===== config.mk =====
export PLATFORM = sky130hd
export DESIGN_NAME = glitch_pulse_gen
export DESIGN_NICKNAME = d
export VERILOG_FILES = /design/src/rtl/glitch_pkg.sv /design/src/rtl/glitch_sync.sv /design/src/rtl/glitch_pulse_fsm.sv /design/src/rtl/glitch_pulse_gen.sv
export SDC_FILE = /design/constraint.sdc
export NUM_CORES = 1
export LEC_CHECK = 0
export ABC_AREA = 0
export ABC_CLOCK_PERIOD_IN_PS = 2200
export BUFFER_PORTS_ARGS = -buffer_cell sky130_fd_sc_hd__buf_2
export CAP_MARGIN = 15
export CORE_ASPECT_RATIO = 0.75
export CORE_MARGIN = 2
export CORE_UTILIZATION = 57
export CTS_CLUSTER_DIAMETER = 80
export CTS_CLUSTER_SIZE = 16
export DETAILED_ROUTE_END_ITERATION = 7
export PLACE_DENSITY = 0.78
export SYNTH_ARGS = -nofsm -noshare
export SYNTH_HDL_FRONTEND = slang
export SYNTH_HIERARCHICAL = 1
export SYNTH_SLANG_ARGS = --single-unit

===== constraint.sdc =====
create_clock -name clk_fast -period 2.2 [get_ports clk_fast]
set_clock_uncertainty 0.1 [all_clocks]
set_input_delay 0.33 -clock clk_fast [delete_from_list [all_inputs] [get_ports clk_fast]]
set_output_delay 0.33 -clock clk_fast [all_outputs]
set_load 0.1 [all_outputs]

===== src/rtl/glitch_pkg.sv =====
package glitch_pkg;

    localparam int GP_WIDTH_BITS  = 8;
    localparam int GP_SYNC_STAGES = 2;

    typedef enum logic [1:0] {
        ST_IDLE  = 2'd0,
        ST_PULSE = 2'd1,
        ST_WAIT  = 2'd2
    } glitch_state_e;

    typedef struct packed {
        logic sel_n;
        logic done;
    } glitch_out_t;

    localparam glitch_out_t GP_OUT_IDLE = '{sel_n: 1'b1, done: 1'b0};

endpackage


===== src/rtl/glitch_sync.sv =====
module glitch_sync #(
    parameter int W      = 1,
    parameter int STAGES = 2
) (
    input  logic         clk,
    input  logic         rst,
    input  logic [W-1:0] d_i,
    output logic [W-1:0] q_o
);
    logic [W-1:0] stage_q [STAGES];

    always_ff @(posedge clk) begin
        if (rst) begin
            for (int i = 0; i < STAGES; i++) stage_q[i] <= '0;
        end else begin
            stage_q[0] <= d_i;
            for (int i = 1; i < STAGES; i++) stage_q[i] <= stage_q[i-1];
        end
    end

    assign q_o = stage_q[STAGES-1];

    initial begin
        assert (STAGES >= 2) else $error("glitch_sync needs at least two stages");
    end
endmodule


===== src/rtl/glitch_pulse_fsm.sv =====
module glitch_pulse_fsm
    import glitch_pkg::*;
#(
    parameter int WIDTH_BITS = GP_WIDTH_BITS
) (
    input  logic                  clk,
    input  logic                  rst,
    input  logic                  arm_s,
    input  logic [WIDTH_BITS-1:0] width_s,
    output glitch_out_t           out_o
);
    glitch_state_e         state_q;
    logic [WIDTH_BITS-1:0] cnt_q;
    logic                  arm_q;
    glitch_out_t           out_q;
    logic                  arm_rise;

    assign arm_rise = arm_s & ~arm_q;
    assign out_o    = out_q;

    always_ff @(posedge clk) begin
        if (rst) begin
            state_q <= ST_IDLE;
            cnt_q   <= '0;
            arm_q   <= 1'b0;
            out_q   <= GP_OUT_IDLE;
        end else begin
            arm_q <= arm_s;
            unique case (state_q)
                ST_IDLE: begin
                    if (arm_rise) begin
                        if (width_s == '0) begin
                            state_q    <= ST_WAIT;
                            out_q.done <= 1'b1;
                        end else begin
                            state_q     <= ST_PULSE;
                            cnt_q       <= width_s;
                            out_q.sel_n <= 1'b0;
                        end
                    end
                end
                ST_PULSE: begin
                    if (cnt_q == WIDTH_BITS'(1)) begin
                        state_q     <= ST_WAIT;
                        out_q.sel_n <= 1'b1;
                        out_q.done  <= 1'b1;
                    end else begin
                        cnt_q <= cnt_q - WIDTH_BITS'(1);
                    end
                end
                ST_WAIT: begin
                    if (!arm_s) begin
                        state_q    <= ST_IDLE;
                        out_q.done <= 1'b0;
                    end
                end
                default: begin
                    state_q <= ST_IDLE;
                    out_q   <= GP_OUT_IDLE;
                end
            endcase
        end
    end

    // Checker state: length of the current low phase and the width it started with
    logic [WIDTH_BITS-1:0] chk_low_cnt;
    logic [WIDTH_BITS-1:0] chk_w_lat;

    always_ff @(posedge clk) begin
        if (rst) begin
            chk_low_cnt <= '0;
            chk_w_lat   <= '0;
        end else begin
            if (!out_q.sel_n) chk_low_cnt <= chk_low_cnt + WIDTH_BITS'(1);
            else              chk_low_cnt <= '0;
            if (state_q == ST_IDLE && arm_rise) chk_w_lat <= width_s;
        end
    end

    p_width_exact_r3: assert property (@(posedge clk) disable iff (rst)
        ($rose(out_q.sel_n) && !$past(rst)) |-> (chk_low_cnt == chk_w_lat));

    p_start_r2: assert property (@(posedge clk) disable iff (rst)
        (state_q == ST_IDLE && arm_rise && width_s != '0) |=> !out_q.sel_n);

    p_done_excl_r5: assert property (@(posedge clk) disable iff (rst)
        out_q.done |-> out_q.sel_n);

    p_done_hold_r5: assert property (@(posedge clk) disable iff (rst)
        (out_q.done && arm_s) |=> out_q.done);

    p_end_done_r6: assert property (@(posedge clk) disable iff (rst)
        ($rose(out_q.sel_n) && !$past(rst)) |-> out_q.done);

    p_clear_r7: assert property (@(posedge clk) disable iff (rst)
        $fell(out_q.done) |-> !$past(arm_s));

    p_reset_r10: assert property (@(posedge clk)
        rst |=> (out_q.sel_n && !out_q.done));
endmodule


===== src/rtl/glitch_pulse_gen.sv =====
module glitch_pulse_gen
    import glitch_pkg::*;
#(
    parameter int WIDTH_BITS  = GP_WIDTH_BITS,
    parameter int SYNC_STAGES = GP_SYNC_STAGES
) (
    input  logic                  clk_fast,
    input  logic                  rst,
    input  logic                  arm_i,
    input  logic [WIDTH_BITS-1:0] width_i,
    output logic                  supply_sel_n_o,
    output logic                  done_o
);
    logic                  arm_s;
    logic [WIDTH_BITS-1:0] width_s;
    glitch_out_t           fsm_out;

    glitch_sync #(.W(1), .STAGES(SYNC_STAGES)) u_sync_arm (
        .clk (clk_fast),
        .rst (rst),
        .d_i (arm_i),
        .q_o (arm_s)
    );

    glitch_sync #(.W(WIDTH_BITS), .STAGES(SYNC_STAGES)) u_sync_width (
        .clk (clk_fast),
        .rst (rst),
        .d_i (width_i),
        .q_o (width_s)
    );

    glitch_pulse_fsm #(.WIDTH_BITS(WIDTH_BITS)) u_fsm (
        .clk     (clk_fast),
        .rst     (rst),
        .arm_s   (arm_s),
        .width_s (width_s),
        .out_o   (fsm_out)
    );

    assign supply_sel_n_o = fsm_out.sel_n;
    assign done_o         = fsm_out.done;

    p_idle_r1: assert property (@(posedge clk_fast) disable iff (rst)
        (!arm_s && !$past(arm_s) && supply_sel_n_o) |=> supply_sel_n_o);
endmodule


==> implementation parameters, run 1 <==
Parameter                              Value

Yosys
  Synthesized area ... 1440 sq um
  Dominant cells by area after synthesis ... dfxtp_1 (43%), nor2b_2 (4.2%), buf_4 (4.2%), and2b_2 (3.6%), nor2b_1 (3.0%)
  Synth Instances ... 141
  Post-synth net total ... 154
  Yosys top cell area share ... 43.0%
  EDFF count, synth ... 0
  Yosys cell types ... 47
  Flip-flop and latch count after synthesis ... 31
  Sequential-to-total area share from yosys stat ... 43.0%
  Most frequently used flop master after synthesis ... dfxtp_1
  Fraction of registers with async set or reset after synthesis ... 0%
  Yosys warning total ... 6
  Most common cell in the netlist ... dfxtp_1
  Area leader, netlist ... dfxtp_1
  Mapped Avg Cell Area ... 10.2 sq um
  Leading post-synthesis cells by instance count ... dfxtp_1 (31), buf_4 (8)

Critical path
  Required time reported for the critical path endpoint ... 2.33 ns
  Reg-to-Reg End ... u_fsm/out_o[1]
  Nature of the critical path startpoint ... register
  Critical path endpoint category ... register
  R2R Path Start ... u_fsm/cnt_q[1]
  Worst setup slack for register-to-register paths ... 0.25 ns
  Cell count of the worst reg-to-reg path ... 6
  Category of the most critical setup path ... register to register
  Biggest fanout along the worst timing path ... 5
  Signal arrival time at the worst endpoint ... 2.08 ns

Routing
  1st-iter DRT viols ... 68
  Total wirelength of the detailed-routed design ... 2.62 mm
  Via count normalized by instance count ... 5.80
  Post-route DRC violation count ... 0
  First drt pass iteration count ... 4
  ANT nets after route ... 0
  Vias ... 1044
  Routed len/inst ... 14.6 um

Global routing
  Largest net degree at the start of global routing ... 32
  GRT Total Usage ... 21.4%
  Via count of the first global-routing pass ... 935
  Global route total overflow ... 0
  Global-route wire length before repair ... 4.34 mm
  Antenna violations before repair ... 0

Clock network
  Clock edge transition at the registers on the reported setup and hold paths ... 0.09 ns
  Setup Fix Bufs, Post-CTS ... 0
  Source-to-sink clock delay at the later pin of the worst-skew pair ... 0.33 ns
  Post-cts repair resize count ... 0
  Buffer cell driving the clock tree root ... clkbuf_4
  H-tree levels ... 2
  Clock Path Buffers ... 2
  Clock tree from TritonCTS ... built
  Clock buffers created by TritonCTS ... 5
  Clock sink count ... 31
  Hold Buf Count CTS ... 0

Timing
  Final number of hold-violating endpoints ... 0
  Minimum period implied by the final worst setup slack ... 1.95 ns
  Worst relative slew slack ... 60.9%
  Pins Over Slew Limit ... 0
  Highest clock frequency the design can meet ... 512 MHz
  Post-route clock period utilization ... 88.7%
  Final setup violation count ... 0
  Worst-Margin Slew ... 0.585 ns
  Final TNS setup ... 0 ns
  Unrepaired setup endpoints after global routing ... no

Cells and area
  Area growth from synthesis to final layout ... 3.04%
  Ant. Diodes ... 0
  Layout cells sized above 1 ... 29.5%
  Final standard cell utilization of the core ... 63.4%
  Post-layout net count ... 160

Floorplan
  Starting density of the core ... 61.5%
  Standard-cell rows ... 15
  X dimension of the die ... 62.1 um
  Core area ... 2350 sq um
  Ports ... 13
  Height of the die ... 47.6 um
  Full die area ... 2950 sq um

Flow run
  Max-cap violations ... 0

Pwr
  Highest ir drop seen on vdd ... 0.000386 V
  Power density over the cells ... 715 nW/um^2
  Sum of internal, switching and leakage power ... 1060 uW
  Static power due to leakage ... 0.000578 uW

Outcome
  Status ... finished clean

Worst hold path
  Cell depth of the worst min-delay path ... 2
  Class of the worst hold path ... input pin to register
  Worst min-delay path endpoint ... u_sync_width/stage_q[0][7]
  Hold path startpoint ... width_i[7]

Place
  Estimated wirelength of the detail-placed design ... 1.81 mm
  GP Congestion ... 0.886
  # port buffers ... 12
==> per-layer routing <==
| layer | part of all wire, % | up-vias | global-route usage [%] |
|---|---|---|---|
| met5 | 0 | - | 0 |
| met4 | 1.3 | 0 | 11.1 |
| met3 | 6.7 | 4 | 7.30 |
| met2 | 45 | 38 | 31.7 |
| met1 | 47 | 493 | 28.0 |
| li1 | - | 509 | - |
==> cells by family (layout without fill, tap and decap cells) <==
logic type / Yosys count / in the layout / synth area share, %
AND/OR/NAND/NOR: 52 / 52 / 26.9
XOR/XNOR: 1 / 1 / 0.607
adder cells (fa/ha/maj): 2 / 2 / 1.73
AO/OA/AOI/OAI: 34 / 34 / 18.5
buffers and inverters: 21 / 26 / 9.28
flip-flops: 31 / 31 / 43.0
==> state kept, by name (all words and copies together), names as in the netlist <==
| signal | flops |
|---|---|
| u_sync_width/stage_q | 16 |
| u_fsm/cnt_q | 8 |
| u_fsm/out_o | 2 |
| u_fsm/state_q | 2 |
| u_sync_arm/stage_q | 2 |
| u_fsm/arm_q | 1 |
==> stage by stage <==
stage          hold WS [ns]  setup slack (ns)  cells  cell area, sq um
3_5_place_dp          0.329             0.287    174              1450
4_1_cts              0.0992             0.271    180              1490
5_1_grt               0.110             0.113    180              1490
3_3_place_gp          0.321             0.364    174              1450
2_1_floorplan         0.302             0.498    141              1440
6_report              0.102             0.248    180              1490
==> worst max-delay path, cell delays in order (launching register included) <==
cell,delay [ns]
dfxtp_1,0.35
inv_1,0.09
ha_1,0.13
nor3b_1,0.50
a311oi_1,0.20
o21bai_1,0.19
a221o_1,0.29
==> final cells by class <==
| cell class | count | area [sq um] |
|---|---|---|
| fillers | 216 | 860 |
| multi-input cells | 89 | 688 |
| flip-flops and latches | 31 | 621 |
| repair buffers | 13 | 67.6 |
| well taps | 34 | 42.5 |
| clock buffers | 6 | 41.3 |
| inverters | 7 | 26.3 |
==> how the worst max path moves through the flow <==
| stage | from | endpoint | cells after the start |
|---|---|---|---|
| 6_report | u_fsm/cnt_q[1] | u_fsm/out_o[1] | 6 |
| 5_1_grt | u_fsm/cnt_q[1] | u_fsm/out_o[1] | 6 |
| 4_1_cts | u_fsm/cnt_q[1] | u_fsm/out_o[1] | 6 |
| 3_5_place_dp | u_fsm/cnt_q[1] | u_fsm/out_o[1] | 6 |
| 3_3_place_gp | u_fsm/cnt_q[1] | u_fsm/out_o[1] | 6 |
| 2_1_floorplan | u_fsm/cnt_q[1] | u_fsm/out_o[1] | 6 |
==> where the power goes <==
part | total [uW] | switching [uW] | internal (uW)
Combinational | 160 | 92.9 | 66.9
Sequential | 611 | 23.9 | 587
Clock | 291 | 178 | 113
Total | 1060 | 295 | 768
==> layout by cell type, fill, tap and decap left out, drive strengths merged, types with 3 or more instances in the layout <==
master | synthesis | final
and2b | 6 | 6
nor3b | 4 | 4
a221oi | 3 | 3
a21oi | 8 | 8
nor4 | 3 | 3
inv | 7 | 7
dfxtp | 31 | 31
o22ai | 4 | 4
nand2 | 6 | 6
nor2b | 14 | 14
buf | 13 | 13
clkbuf | 1 | 6
nor2 | 6 | 6
o21ai | 3 | 3
No activity file was read; power rests on OpenSTA's default activity.
==> inputs of run 2 (changes only) <==
ABC_AREA = 1   (was 0)
==> run 2 against run 1 <==
  * Critical path type unchanged
  * Register-to-register slack gained 0.39 ns
  * Setup slack gained 0.39 ns
  * Clock power grew 10%
  * Via count grew 9.3%
  * Synthesized area shrank 3.3%
  * Combinational power grew 32%
  * Non-clock buffer count is the same
  * Maximum frequency grew 25%
  * Cell count grew 34%
==> implementation parameters, run 2 <==
Parameter                              Value

Yosys
  Sequential-to-total area share from yosys stat ... 44.5% (+1.5 points)
  Flip-flop and latch count after synthesis ... 31 (unchanged)
  Post-synth net total ... 212 (+38%)
  Synth Instances ... 199 (+41%)
  Yosys top cell area share ... 44.5% (+1.5 points)
  Most frequently used flop master after synthesis ... dfxtp_1
  Synthesized area ... 1400 sq um (-3.3%)
  Most common cell in the netlist ... nand2_1
  Leading post-synthesis cells by instance count ... nand2_1 (40), nor2_1 (37), inv_1 (35)
  Area leader, netlist ... dfxtp_1
  Fraction of registers with async set or reset after synthesis ... 0% (unchanged)
  Mapped Avg Cell Area ... 7.01 sq um (-31%)
  Yosys warning total ... 6 (unchanged)
  Dominant cells by area after synthesis ... dfxtp_1 (44%), nand2_1 (11%), nor2_1 (10%), inv_1 (9.4%), buf_4 (4.8%)
  EDFF count, synth ... 0 (unchanged)
  Yosys cell types ... 17 (-64%)

Critical path
  Required time reported for the critical path endpoint ... 2.32 ns (about the same)
  Signal arrival time at the worst endpoint ... 1.69 ns (-0.39 ns)
  Nature of the critical path startpoint ... register
  Cell Chain, Critical Path ... inv_1 > nor2_1 > inv_1 > nor2_1 > nor2_1 > a21oi_1 > nand2_1
  Critical path endpoint category ... register
  Most frequent cell on the critical path ... nor2_1
  Delay of the slowest cell on the worst path ... 0.38 ns (-0.12 ns)
  Category of the most critical setup path ... register to register
  Biggest fanout along the worst timing path ... 8 (+3)
  Cell with the biggest individual delay on the critical path ... dfxtp_1

Pwr
  Static power due to leakage ... 0.000677 uW (+17%)
  Net switching power of the design ... 367 uW (+24%)
  Power density over the cells ... 782 nW/um^2 (+9.4%)
  Part of the power in the clock network ... 28.0% (+0.6 points)
  Net switching fraction of the power ... 32.0% (+4.3 points)
  Combinational group share of total power ... 18.5% (+3.5 points)
  Part of the power in registers ... 53.5% (-4.0 points)
  Internal power of the cells ... 779 uW (+1.4%)
  Highest ir drop seen on vdd ... 0.000475 V (+23%)

Cells and area
  Final design area excluding fillers ... 1470 sq um (-1.4%)
  Flip-flop count of the largest register after layout ... 16 (unchanged)
  Area growth from synthesis to final layout ... 5.02%
  Leading cell type in the layout, fill and taps excluded ... nand2_1
  Post-layout net count ... 220 (+38%)
  Layout cells sized above 1 ... 13.9% (-16 points)
  Final std cells w/o fill ... 242 (+34%)
  Ant. Diodes ... 0 (unchanged)
  Top Registers ... u_sync_width/stage_q x16, u_fsm/cnt_q x8
  Register ranked first by flip-flop count ... u_sync_width/stage_q
  Top library cells by usage in the layout, fill and taps aside ... nand2_1 (40), nor2_1 (37), inv_1 (35)

Global routing
  Antenna violations before repair ... 0 (unchanged)
  Global route total overflow ... 0 (unchanged)
  Global-route wire length before repair ... 4.22 mm (-2.7%)
  Largest net degree at the start of global routing ... 30 (-6.3%)
  GRT Total Usage ... 20.8% (-0.59 points)
  Via count of the first global-routing pass ... 988 (+5.7%)

Clock network
  H-tree levels ... 2 (unchanged)
  Source-to-sink clock delay at the later pin of the worst-skew pair ... 0.32 ns (about the same)
  Clock tree from TritonCTS ... built
  Setup Fix Bufs, Post-CTS ... 0 (unchanged)
  Clock buffers created by TritonCTS ... 5 (unchanged)
  Post-cts repair resize count ... 0 (unchanged)
  Clock Path Buffers ... 2 (unchanged)
  Clock edge transition at the registers on the reported setup and hold paths ... 0.10 ns (about the same)
  Hold Buf Count CTS ... 0 (unchanged)
  Clock sink count ... 31 (unchanged)
  Buffer cell driving the clock tree root ... clkbuf_4

Routing
  Routed len/inst ... 10.4 um (-29%)
  ANT nets after route ... 0 (unchanged)
  Via count normalized by instance count ... 4.71 (-19%)
  1st-iter DRT viols ... 81 (+19%)
  Post-route DRC violation count ... 0 (unchanged)
  Vias ... 1141 (+9.3%)
  First drt pass iteration count ... 4 (unchanged)
  Total wirelength of the detailed-routed design ... 2.52 mm (-4.1%)

Floorplan
  X dimension of the die ... 61.1 um (-1.6%)
  Core area ... 2310 sq um (-1.6%)
  Full die area ... 2860 sq um (-3.1%)
  Height of the die ... 46.8 um (-1.5%)
  Starting density of the core ... 60.4% (-1.1 points)
  Standard-cell rows ... 15 (unchanged)
  Ports ... 13 (unchanged)

Timing
  Final setup violation count ... 0 (unchanged)
  Highest clock frequency the design can meet ... 639 MHz (+25%)
  Pins Over Slew Limit ... 0 (unchanged)
  Minimum period implied by the final worst setup slack ... 1.56 ns (-0.387 ns)
  Final TNS setup ... 0 ns (unchanged)
  Post-route clock period utilization ... 71.1% (-18 points)
  Unrepaired setup endpoints after global routing ... no
  Worst-Margin Slew ... 0.528 ns (-0.0574 ns)
  Final number of hold-violating endpoints ... 0 (unchanged)
  Worst relative slew slack ... 64.8% (+3.9 points)

Place
  Post-DP Area ... 1410 sq um (-2.6%)
  # port buffers ... 12 (unchanged)
  GP Congestion ... 0.910 (+2.8%)
  Number of cells after detailed placement ... 234 (+34%)
  Estimated wirelength of the detail-placed design ... 1.84 mm (+1.4%)

Outcome
  Status ... finished clean

Flow run
  Max-cap violations ... 0 (unchanged)

Worst hold path
  Class of the worst hold path ... input pin to register
[run 2: worst max-delay path: cells and delay by family, from the launching register on]
| kind | cells | cell delay [ns] |
|---|---|---|
| and+or+nand+nor | 4 | 0.58 |
| DFF | 1 | 0.38 |
| buffers and inverters | 2 | 0.28 |
| AOI/OAI and AO/OA | 1 | 0.12 |
[run 2: final cells by class]
| cell class | count | area (sq um) |
|---|---|---|
| Tap cell | 34 | 42.5 |
| Fill cell | 236 | 843 |
| Multi-Input combinational cell | 121 | 546 |
| Timing Repair Buffer | 13 | 67.6 |
| Sequential cell | 31 | 621 |
| Clock inverter | 3 | 20.0 |
| Clock buffer | 5 | 37.5 |
| Inverter | 35 | 131 |
[run 2: path summary, 6_finish.rpt]
path / from / to / slack, ns / cells past startpoint
worst min register to register: u_sync_width/stage_q[0][0] / u_sync_width/stage_q[0][8] / 0.30 / 2
worst min-delay path: width_i[7] / u_sync_width/stage_q[0][7] / 0.1 / 3
worst max-delay path: u_fsm/state_q[0] / u_fsm/out_o[1] / 0.64 / 7
worst max register to register: u_fsm/state_q[0] / u_fsm/out_o[1] / 0.64 / 7
[run 2: cell families after synthesis]
group | after synthesis | synth area share, %
AND/OR/NAND/NOR | 96 | 29.1
buffers and inverters | 47 | 16.4
flip-flops | 31 | 44.5
AO/OA/AOI/OAI | 23 | 8.25
adder cells (fa/ha/maj) | 2 | 1.79
[run 2: power groups by stage]
stage	logic, uW	registers (uW)	clock network [uW]
2_1_floorplan	147	652	0
3_3_place_gp	203	624	0
3_5_place_dp	211	625	0
4_1_cts	212	612	334
5_1_grt	241	617	359
6_report	212	613	320
[run 2: metal layers]
metal  up-vias  track usage [%]  routed length (um)
met2        39             31.9                1120
met4         0             9.13                  33
met1       492             27.3                1190
li1        605                -                   -
met3         5             6.61                 172
met5         -                0                   0
[run 2: through the flow]
stage               hold slack (ns)  total power, uW  utilization (%)  setup WS [ns]
floorplan                     0.288              799                -          0.839
global route                 0.0849             1220             63.5          0.427
CTS                          0.0815             1160             63.5          0.643
finish                       0.0964             1150             63.5          0.635
global placement              0.291              827             61.0          0.690
detailed placement            0.292              836             61.0          0.663
